## src/rtl/da_pkg.sv

```systemverilog
package da_pkg;

  typedef struct packed {
    logic clearAcc;    // treat accumulator as zero this cycle
    logic accumulate;  // add and shift this cycle
    logic subtract;    // subtract table entry instead of adding
    logic capture;     // register final sum on result
  } daCtrl_t;

endpackage

```

## src/rtl/da_coef_table.sv

```systemverilog
module da_coef_table #(
  parameter int K = 4,
  parameter int CW = 12,
  parameter logic [K*CW-1:0] COEFS = '0,
  localparam int TW = CW + $clog2(K),
  localparam int DEPTH = 1 << K
) (
  input  logic [K-1:0]          addr,
  output logic signed [TW-1:0]  entry
);

  function automatic logic signed [TW-1:0] entryValue(input int idx);
    int sum;
    sum = 0;
    for (int j = 0; j < K; j++) begin
      if (((idx >> j) & 1) == 1) begin
        sum = sum + int'($signed(COEFS[j*CW +: CW]));
      end
    end
    return TW'(sum);
  endfunction

  logic signed [TW-1:0] rom [DEPTH];

  for (genvar i = 0; i < DEPTH; i++) begin : g_entry
    assign rom[i] = entryValue(i);
  end

  assign entry = rom[addr];

endmodule

```

## src/rtl/da_serial_ctrl.sv

```systemverilog
module da_serial_ctrl
  import da_pkg::*;
(
  input  logic    clk,
  input  logic    rst,
  input  logic    start,
  input  logic    signTime,
  output daCtrl_t ctrl
);

  logic busy;
  logic active;

  assign active = start || busy;

  always_comb begin
    ctrl.clearAcc   = start;
    ctrl.accumulate = active && !signTime;
    ctrl.subtract   = signTime;
    ctrl.capture    = active && signTime;
  end

  always_ff @(posedge clk) begin
    if (rst) begin
      busy <= 1'b0;
    end else if (ctrl.capture) begin
      busy <= 1'b0;
    end else if (start) begin
      busy <= 1'b1;
    end
  end

endmodule

```

## src/rtl/da_serial_datapath.sv

```systemverilog
module da_serial_datapath
  import da_pkg::*;
#(
  parameter int N = 8,
  parameter int TW = 14,
  localparam int AW = TW + N + 1
) (
  input  logic                 clk,
  input  logic                 rst,
  input  daCtrl_t              ctrl,
  input  logic signed [TW-1:0] entry,
  output logic signed [AW-1:0] result,
  output logic                 resultValid
);

  logic signed [AW-1:0] acc;
  logic signed [AW-1:0] accBase;
  logic signed [AW-1:0] entryWide;
  logic signed [AW-1:0] weighted;
  logic signed [AW-1:0] combined;

  assign accBase   = ctrl.clearAcc ? '0 : acc;
  assign entryWide = {{(AW-TW){entry[TW-1]}}, entry};
  assign weighted  = entryWide <<< (N-1);
  assign combined  = ctrl.subtract ? (accBase - weighted) : (accBase + weighted);

  always_ff @(posedge clk) begin
    if (rst) begin
      acc         <= '0;
      result      <= '0;
      resultValid <= 1'b0;
    end else begin
      resultValid <= ctrl.capture;
      if (ctrl.accumulate) begin
        acc <= combined >>> 1;
      end
      if (ctrl.capture) begin
        result <= combined;
      end
    end
  end

endmodule

```

## src/rtl/da_serial_dot.sv

```systemverilog
module da_serial_dot #(
  parameter int K = 4,
  parameter int N = 8,
  parameter int CW = 12,
  parameter logic [K*CW-1:0] COEFS = 48'h2E1_ECD_3CD_071,
  localparam int TW = CW + $clog2(K),
  localparam int AW = TW + N + 1
) (
  input  logic                 clk,
  input  logic                 rst,
  input  logic                 start,
  input  logic                 signTime,
  input  logic [K-1:0]         bitSlice,
  output logic signed [AW-1:0] result,
  output logic                 resultValid
);

  da_pkg::daCtrl_t ctrl;
  logic signed [TW-1:0] entry;

  da_serial_ctrl u_ctrl (
    .clk      (clk),
    .rst      (rst),
    .start    (start),
    .signTime (signTime),
    .ctrl     (ctrl)
  );

  da_coef_table #(.K(K), .CW(CW), .COEFS(COEFS)) u_table (
    .addr  (bitSlice),
    .entry (entry)
  );

  da_serial_datapath #(.N(N), .TW(TW)) u_dp (
    .clk         (clk),
    .rst         (rst),
    .ctrl        (ctrl),
    .entry       (entry),
    .result      (result),
    .resultValid (resultValid)
  );

endmodule

```

## config.mk

```make
export PLATFORM = sky130hd
export DESIGN_NAME = da_serial_dot
export DESIGN_NICKNAME = d
export VERILOG_FILES = /design/src/rtl/da_pkg.sv /design/src/rtl/da_coef_table.sv /design/src/rtl/da_serial_ctrl.sv /design/src/rtl/da_serial_datapath.sv /design/src/rtl/da_serial_dot.sv
export SDC_FILE = /design/constraint.sdc
export NUM_CORES = 1
export LEC_CHECK = 0
export CELL_PAD_IN_SITES_DETAIL_PLACEMENT = 1
export CELL_PAD_IN_SITES_GLOBAL_PLACEMENT = 1
export CORE_MARGIN = 5
export CORE_UTILIZATION = 39
export DETAILED_ROUTE_END_ITERATION = 7
export HOLD_SLACK_MARGIN = 0.08
export PLACE_DENSITY = 0.88
export SLEW_MARGIN = 10
export SYNTH_ARGS = -nofsm -noshare
export SYNTH_HDL_FRONTEND = slang
export SYNTH_HIERARCHICAL = 1
export SYNTH_SLANG_ARGS = --single-unit
```

## constraint.sdc

```tcl
create_clock -name clk -period 4.1 [get_ports clk]
set_input_delay 0.41 -clock clk [delete_from_list [all_inputs] [get_ports clk]]
set_output_delay 0.41 -clock clk [all_outputs]
set_load 0.03 [all_outputs]
```

# Yosys cells after proc, flatten, opt, wreduce, memory -nomap -nowiden

Memory sizes are Yosys's and may differ from the RTL's.
Index checks and enable logic that the tools add are counted.
Widths: inputs -> output; s select.

Register bits: 47
Memory bits (read-only): 224
Input port bits: 8
Logic and storage cells: 18
Memories kept: 1

Memory list:

| memory           | words | bits a word | rd ports | clocked after Yosys merged registers in | write ports | RTL line            | RTL |
|---|---|---|---|---|---|---|---|
| (name not given) | 16    | 14          | 1        | 0                                       | 0           | da_coef_table.sv:29 | `assign entry = rom[addr];` |

$add $sub $neg: 2
Order comparisons: 1
Multiplexer cells: 4
Bitwise gates (word level): 1
Reductions and logical operators: 5

Operators with widths:

| kind               | count |
|---|---|
| $mux 23            | 2 |
| $mux 14            | 2 |
| $add 23x21->23     | 1 |
| $sub 23x21->23     | 1 |
| $ge 5x5->1 const B | 1 |
| $not 4->5          | 1 |
| $logic_and 1x1->1  | 2 |
| $reduce_or 2->1    | 1 |
| $logic_not 1->1    | 1 |
| $logic_or 1x1->1   | 1 |

# Longest topological paths before layout

Gate-level depths: netlist of the first run.

Word-level depth: 6
Gate-level depth with buffers: 20
Gate-level depth less buffers: 20

# Hierarchy

Netlist of the first run, hierarchy kept.

By module, submodules not included:

| module             | instances | cells each | area an instance (sq um) | sequential area each (sq um) |
|---|---|---|---|---|
| da_serial_datapath | 1         | 339        | 2,875.3                  | 920.9 |
| da_coef_table      | 1         | 56         | 401.6                    | 0.0 |
| da_serial_ctrl     | 1         | 7          | 61.3                     | 20.0 |

# Worst setup path before layout of the first run

OpenSTA, ideal clock, no wires.

Kind: input -> register
From: in bitSlice[0]
To: reg u_dp.result[22]
Setup time: 122 ps
Data arrival time: 3,828 ps
Required time: 3,978 ps
Slack: 150 ps
Cell stages on the path: 18
Buffers on the path: 0
Path through: inv_1 ha_1 nor2b_1 a211oi_1 a21oi_1 or4_4 nor2_1 nand2_1 nor3_1 nor2_1 xnor2_1 ha_1 a21o_1 a211oi_1 o2bb2ai_1 a31o_1 nor4_1 a311o_1

Word-level cells in the longest chain between the ends: 6

RTL lines:

| item                                             | RTL line                 | RTL |
|---|---|---|
| from (decl)                                      | da_serial_dot.sv:13      | `input logic [K-1:0] bitSlice,` |
| $not 4->5 (implied by the code) *                | da_coef_table.sv:29      |  |
| $mem_v2 16x14 *                                  | --                       |  |
| $mux 14 (implied by the code) * (2 in a row)     | da_coef_table.sv:29      |  |
| via entry[6]                                     | da_serial_dot.sv:19      | `logic signed [TW-1:0] entry;` |
| $add 23x21->23 or $sub 23x21->23 (tied branches) | da_serial_datapath.sv:25 | `assign combined = ctrl.subtract ? (accBase - weighted) : (accBase + weighted);` |
| $mux 23 *                                        | da_serial_datapath.sv:25 |  |
| to (signal assigned)                             | da_serial_datapath.sv:38 | `result <= combined;` |
| to (decl)                                        | da_serial_datapath.sv:12 | `output logic signed [AW-1:0] result,` |

Mark *: on every way through the listed nets, which the timed path passes. The rest lies on a longest branch. The select of a mux whose other input is x is not followed.
A chain may end at the register's enable or synchronous reset.

# Worst setup path after layout of the first run

From: in bitSlice[1]
To: reg u_dp.result[21]

The elaborated chain is that of the path after synthesis.

==> flow_summary_export.csv, run 1 <==
group,metric,value,unit
yosys,synth_area_leaders,"dfxtp_1 28%, ha_1 9.7%, mux2i_1 6.9%",
global_route,grt_max_degree,57,
clock_network,clkLatencyLatePin,0.31,ns
yosys,synth_edf_count,0,
clock_network,cts_hold_buf,0,
worst_setup_path,cpMaxStageDelayCell,"or4_4",
yosys,synth_ff_type,"dfxtp_1",
worst_hold_path,min_from,"u_dp/result[0]",
timing,fin_crit,4.11,ns
worst_setup_path,regToRegSetupSlack,1.56,ns
floorplan,fp.dieH,103,um
job,drv_cap,0,
status,failed_checks,"setup timing",
worst_setup_path,crit_arrival,4.30,ns
clock_network,clk_path_buf_depth,2,
timing,worst_slew_pin_slew,0.654,ns
worst_hold_path,holdPathEnd,"u_dp/result[0]",
floorplan,die_w,103,um
worst_setup_path,path_cells,"dlygate4sd2_1 -> inv_2 -> ha_4 -> nor2b_2 -> a211oi_2 -> a21oi_2 -> or4_4 -> nor2_4 -> nand2_2 -> nor3_2 -> nor2_1 -> xnor2_1 -> ha_1 -> buf_6 -> a21o_1 -> a21oi_2 -> o211ai_1 -> nor4bb_2 -> or3_1",
drt,drc,0,
clock_network,cts_buffers,5,
yosys,netlist.area_leader.share,0.282,
yosys,synth-simple-area-share,0.257,
finish,nets,520,
worst_setup_path,cp_slowest_stage_delay,0.57,ns
yosys,yosys.area_share.adder,0.107,
yosys,synthCells,402,
power,peakVddDrop,188,uV
drt,finalWirelength,10.9,mm
global_route,grt_pass1_wl,17.7,mm
timing,setup_ws,-0.00516,ns
yosys,yosys-top-cells-count,"52 x nor2_1, 47 x dfxtp_1, 26 x ha_1, 25 x xnor2_1, 24 x a21oi_1",
timing,final_hold_viol_count,0,
worst_hold_path,hold_path_depth,2,
finish,syn2layout_area_growth,32.4,%
floorplan,core-area,8260,um^2
placement,numPortBuffers,31,
yosys,synth_top_family_by_area,"simple AND/OR/NAND/NOR gates",
yosys,synth_compound_area_frac,0.160,
timing,clock_skew,0.00577,ns
yosys,synthesis.nets,437,
worst_hold_path,hp-class,"reg2reg",
worst_setup_path,crit_type,"in2reg",
clock_network,cts_tree,"yes",
drt,antenna_left,0,
global_route,grt_pass1_vias,3651,
worst_setup_path,cp.required,4.29,ns
floorplan,ios,32,
worst_setup_path,critPathLaunchType,"input port",
clock_network,cts.htree.levels,2,
timing,fin_crit_sh,1.00,
yosys,yosys.area.top_type,"dfxtp_1",
worst_setup_path,crit_top_cell,"a21oi_2",
yosys,synthArstFlopShare,0,
yosys,synth_area,3340,um^2
floorplan,dieArea,10500,um^2
drt,viasPerCell,5.59,
yosys,avgSynthCellArea,8.30,um^2
worst_setup_path,endpoint_kind,"register",
status,status,"finished, violations left",
yosys,yosysWarnings,6,
worst_setup_path,rr_worst_depth,9,
drt,vias,3302,
finish,layout-drive-gt1-share,0.251,
yosys,synth_most_common_cell,"nor2_1",
worst_setup_path,r2r-end,"u_dp/result[21]",
timing,timing.fmax,244,MHz
yosys,synth_seq_cells,47,
worst_setup_path,r2r-start,"u_dp/acc[8]",
finish,diodes,0,
clock_network,cts_sinks,47,
global_route,track_usage,0.209,
global_route,grt_overflow,0,
yosys,synth_cell_type_count,51,
yosys,synth_mux_area_frac,0.0757,
drt,wl_per_cell,18.4,um
drt,drt_iter0_markers,117,
floorplan,rows,33,
timing,setup_tns,-0.00516,ns
placement,place_inst,579,
placement,gp_congestion,0.972,
global_route,antenna_found_initial,0,
clock_network,root_buffer,"clkbuf_8",
timing,slew_headroom,0.563,
placement,hpwlAfterDp,7.37,mm
timing,drv_slew,0,
power,powerDensity,322,nW/um^2
drt,firstDrtPassIters,4,
finish,instances_no_fill,591,
clock_network,cts.clk_slew.worst_paths,0.10,ns
floorplan,initial_utilization,0.404,
yosys,synthXorXnorAreaFrac,0.0656,
worst_setup_path,crit_fanout,5,
timing,finalSetupViolations,1,
power,p_leak,1.86,nW
yosys,synth-seq-area-share,0.282,
timing,holdWs,0.471,ns
==> placed cells by master, fill, tap and decap left out, types with 4 or more instances in the layout <==
cell | synthesis | routed
o211ai_1 | 4 | 4
dfxtp_1 | 47 | 47
nor2_1 | 52 | 48
o21ai_1 | 5 | 5
a21oi_1 | 24 | 20
nor3b_1 | 8 | 8
nor3_1 | 9 | 7
mux2i_1 | 23 | 23
inv_1 | 11 | 9
clkdlybuf4s50_1 | 0 | 27
a21oi_2 | 0 | 4
a211oi_1 | 8 | 5
buf_4 | 5 | 66
o22ai_1 | 10 | 10
nor2_2 | 2 | 5
nor2b_1 | 23 | 21
nand2_1 | 20 | 19
nand2b_1 | 20 | 20
o21ai_0 | 8 | 7
a21o_1 | 7 | 7
xnor2_1 | 25 | 25
ha_1 | 26 | 23
clkbuf_8 | 0 | 5
nand3_1 | 4 | 4
==> cell type report <==
class	count	area [um^2]
clock buffer	5	68.8
clock inverter	3	27.5
fill	1001	3840
inverter	11	41.3
multi-input combinational	319	2350
sequential	47	941
tap	105	131
timing repair buffer	101	858
==> registers in the layout, summed over array words and instances (netlist names) <==
| signal | cells |
|---|---|
| u_dp/acc | 22 |
| u_dp/result | 23 |
| u_dp/resultValid | 1 |
| u_ctrl/busy | 1 |
==> critical path, delay by kind of cell <==
family / cells / cell delay [ns]
buffers and inverters: 3 / 0.48
and+or+nand+nor: 8 / 1.87
adders and majority gates: 2 / 0.57
xor gates and xnor gates: 1 / 0.17
AOI/OAI and AO/OA: 5 / 0.80
==> metrics by stage <==
stage | utilization | power [mW] | area [um^2] | worst slack [ns]
global route | 0.535 | 1.51 | 4420 | -0.0740
global placement | 0.503 | 1.05 | 4150 | -0.320
floorplan | - | 0.865 | 3340 | 0.150
detailed placement | 0.503 | 1.08 | 4150 | -0.622
CTS | 0.524 | 1.41 | 4330 | 0.0161
finish | 0.535 | 1.42 | 4420 | -0.00516
==> layer usage <==
| layer | GRT usage | part of all wire | vias to the layer above |
|---|---|---|---|
| li1 | - | - | 1565 |
| met1 | 0.238 | 0.40 | 1640 |
| met2 | 0.401 | 0.55 | 74 |
| met3 | 0.0304 | 0.035 | 23 |
| met4 | 0.0585 | 0.024 | 0 |
| met5 | 0 | 0 | - |
==> cell families after synthesis <==
family                   count (synthesis)
AO/OA/AOI/OAI                           82
XOR/XNOR                                25
adder cells (fa/ha/maj)                 28
buffers and inverters                   36
flip-flops                              47
multiplexers                            25
AND/OR/NAND/NOR                        159
==> worst max-delay path by stage <==
| stage | cells past startpoint | end | start | slack, ns |
|---|---|---|---|---|
| finish | 19 | u_dp/result[21] | bitSlice[1] | -0.005 |
| global route | 19 | u_dp/result[21] | bitSlice[1] | -0.07 |
| CTS | 18 | u_dp/acc[20] | bitSlice[0] | 0.02 |
| detailed placement | 19 | u_dp/acc[20] | bitSlice[0] | -0.62 |
| global placement | 19 | u_dp/result[22] | bitSlice[0] | -0.32 |
| floorplan | 18 | u_dp/result[22] | bitSlice[0] | 0.15 |
==> power by group <==
part           switching (mW)  internal (mW)  total (mW)  leakage [nW]
sequential             0.0197          0.493       0.513         0.384
combinational           0.331          0.277       0.608          1.43
clock                   0.174          0.127       0.300        0.0467
==> timing repair <==
action,CTS,global route
gates resized for setup,18,18
hold endpoints to repair,0,0
setup endpoints to repair,8,10
setup buffers,1,3
pin swaps,15,13
No activity file was read; power rests on OpenSTA's default activity.
==> inputs of run 2 (changes only) <==
Settings changed: CORE_UTILIZATION 39 to 44, CTS_CLUSTER_SIZE set to 10, DONT_BUFFER_PORTS set to 1, PLACE_DENSITY 0.88 to 0.89.
==> run 2 against run 1 <==
Net effect: the run now ends clean; total power is 3.4% lower; setup slack better by 0.26 ns; sequential cell count stayed put.
==> flow_summary_export.csv, run 2 (synthesis gave the netlist of run 1 again) <==
group,metric,value,unit
global_route,antenna_found_initial,0,
finish,syn2layout_area_growth,7.05,%
drt,vias,2819,
floorplan,ios,32,
global_route,gr-usage-met2,0.325,
finish,final_core_util,0.487,
worst_setup_path,endpoint_kind,"register",
global_route,track_usage,0.175,
status,status,"finished, final reports clean",
job,drv_cap,0,
finish,nets,431,
global_route,grt_pass1_wl,14.0,mm
clock_network,clk_path_buf_depth,2,
placement,postPlaceCellArea,3420,um^2
global_route,use_met3,0.0352,
placement,gp_congestion,0.878,
clock_network,clkLatencyLatePin,0.30,ns
clock_network,cts.clk_slew.worst_paths,0.09,ns
finish,layout-drive-gt1-share,0.101,
clock_network,cts.htree.levels,2,
timing,final_hold_viol_count,0,
drt,drt_iter0_markers,145,
drt,drc,0,
power,powerDensity,384,nW/um^2
power,p_clk_frac,0.306,
timing,fin_crit,3.85,ns
timing,slew_headroom,0.509,
clock_network,cts_tree,"yes",
floorplan,dieArea,9430,um^2
power,peakVddDrop,267,uV
finish,final_cell_mix,"51 x nor2_1, 47 x dfxtp_1, 26 x ha_1",
power,p_switching,456,uW
floorplan,rows,31,
timing,grt_setup_unrepaired,"false",
power,sw_frac_of_total,0.333,
finish,largest_reg_flops,23,
timing,worst_slew_pin_slew,0.729,ns
global_route,grt_pass1_vias,2879,
worst_setup_path,crit_type,"in2reg",
power,intPower,916,uW
global_route,top_usage_layer,"met2",
clock_network,root_buffer,"clkbuf_8",
timing,timing.fmax,260,MHz
timing,drv_slew,0,
timing,fin_crit_sh,0.939,
finish,layout_commonest_cell,"nor2_1",
finish,design_area,3570,um^2
drt,antenna_left,0,
worst_setup_path,cp.required,4.29,ns
worst_setup_path,crit_arrival,4.04,ns
global_route,grt_overflow,0,
clock_network,postCtsSetupBuffers,0,
floorplan,initial_utilization,0.455,
finish,diodes,0,
worst_hold_path,hp-class,"in2reg",
timing,clock_skew,0.00424,ns
finish,reg.largest.list,"u_dp/result (23), u_dp/acc (22)",
floorplan,die_w,97.1,um
power,seqPwrFrac,0.401,
placement,numPortBuffers,0,
clock_network,cts_sinks,47,
floorplan,core-area,7330,um^2
timing,holdWs,0.166,ns
global_route,met1_usage,0.203,
drt,firstDrtPassIters,4,
global_route,grt_max_degree,57,
placement,hpwlAfterDp,6.12,mm
clock_network,cts_buffers,5,
timing,finalSetupViolations,0,
finish,top_register,"u_dp/result",
floorplan,fp.dieH,97.1,um
drt,viasPerCell,5.68,
power,pwr-share-comb,0.293,
worst_setup_path,crit_fanout,7,
worst_setup_path,critPathLaunchType,"input port",
drt,finalWirelength,8.72,mm
power,p_leak,1.45,nW
drt,wl_per_cell,17.6,um
[run 2: cell count changes in the layout (fill, tap and decap cells not counted), moves of 3 or more]
cell	previous run	this run
nor2_1	48	51
clkdlybuf4s50_1	27	0
buf_4	66	12
buf_6	3	0
a21oi_2	4	0
a21oi_1	20	24
ha_1	23	26
[run 2: per-layer routing]
layer / share of wire / vias to the layer above
met2: 0.52 / 48
met5: 0 / -
li1: - / 1382
met3: 0.036 / 12
met1: 0.43 / 1377
met4: 0.013 / 0
[run 2: per-stage QoR]
step,std cells,setup WS (ns),power [mW],setup TNS [ns]
after floorplan,402,0.150,0.865,0
after global routing,496,0.0155,1.44,0
after detailed placement,488,-0.0889,0.949,-0.172
final,496,0.251,1.37,0
after CTS,496,0.226,1.38,0
after global placement,488,0.114,0.927,0
[run 2: cell type report]
| cell class | count | area, um^2 |
|---|---|---|
| clock inverter | 3 | 71.3 |
| inverter | 11 | 41.3 |
| sequential | 47 | 941 |
| clock buffer | 5 | 68.8 |
| tap | 99 | 124 |
| fill | 887 | 3760 |
| timing repair buffer | 12 | 90.1 |
| multi-input combinational | 319 | 2240 |
[run 2: final timing paths]
check	depth (start not counted)	slack (ns)	from	end
min reg2reg	2	0.49	u_dp/acc[19]	u_dp/acc[19]
max	18	0.25	bitSlice[0]	u_dp/result[21]
min	1	0.17	signTime	u_ctrl/busy
max reg2reg	9	1.53	u_dp/acc[8]	u_dp/result[21]
[run 2: worst max-delay path, stage by stage]
cell and delay [ns]:
inv_1 0.06, ha_1 0.31, nor2b_1 0.13, a211oi_1 0.21, a21oi_1 0.10, or4_4 0.58, nor2_1 0.16, nand2_1 0.07
nor3_1 0.26, nor2_1 0.09, xnor2_1 0.13, ha_1 0.33, buf_4 0.17, a21o_1 0.16, a21oi_1 0.14, o211ai_1 0.16
nor4bb_1 0.18, or3_1 0.37
[run 2: what timing repair did]
action | 4_1_cts | 5_1_grt
gates resized for setup | 0 | 3
hold buffers | 0 | 0
endpoints found under the setup margin | 0 | 2
[run 2: power by group through the flow]
stage	sequential (mW)	combinational [mW]	clock, mW
after floorplan	0.553	0.312	0
after global placement	0.559	0.368	0
after detailed placement	0.561	0.387	0
after CTS	0.551	0.397	0.428
after global routing	0.555	0.439	0.451
final	0.550	0.402	0.420
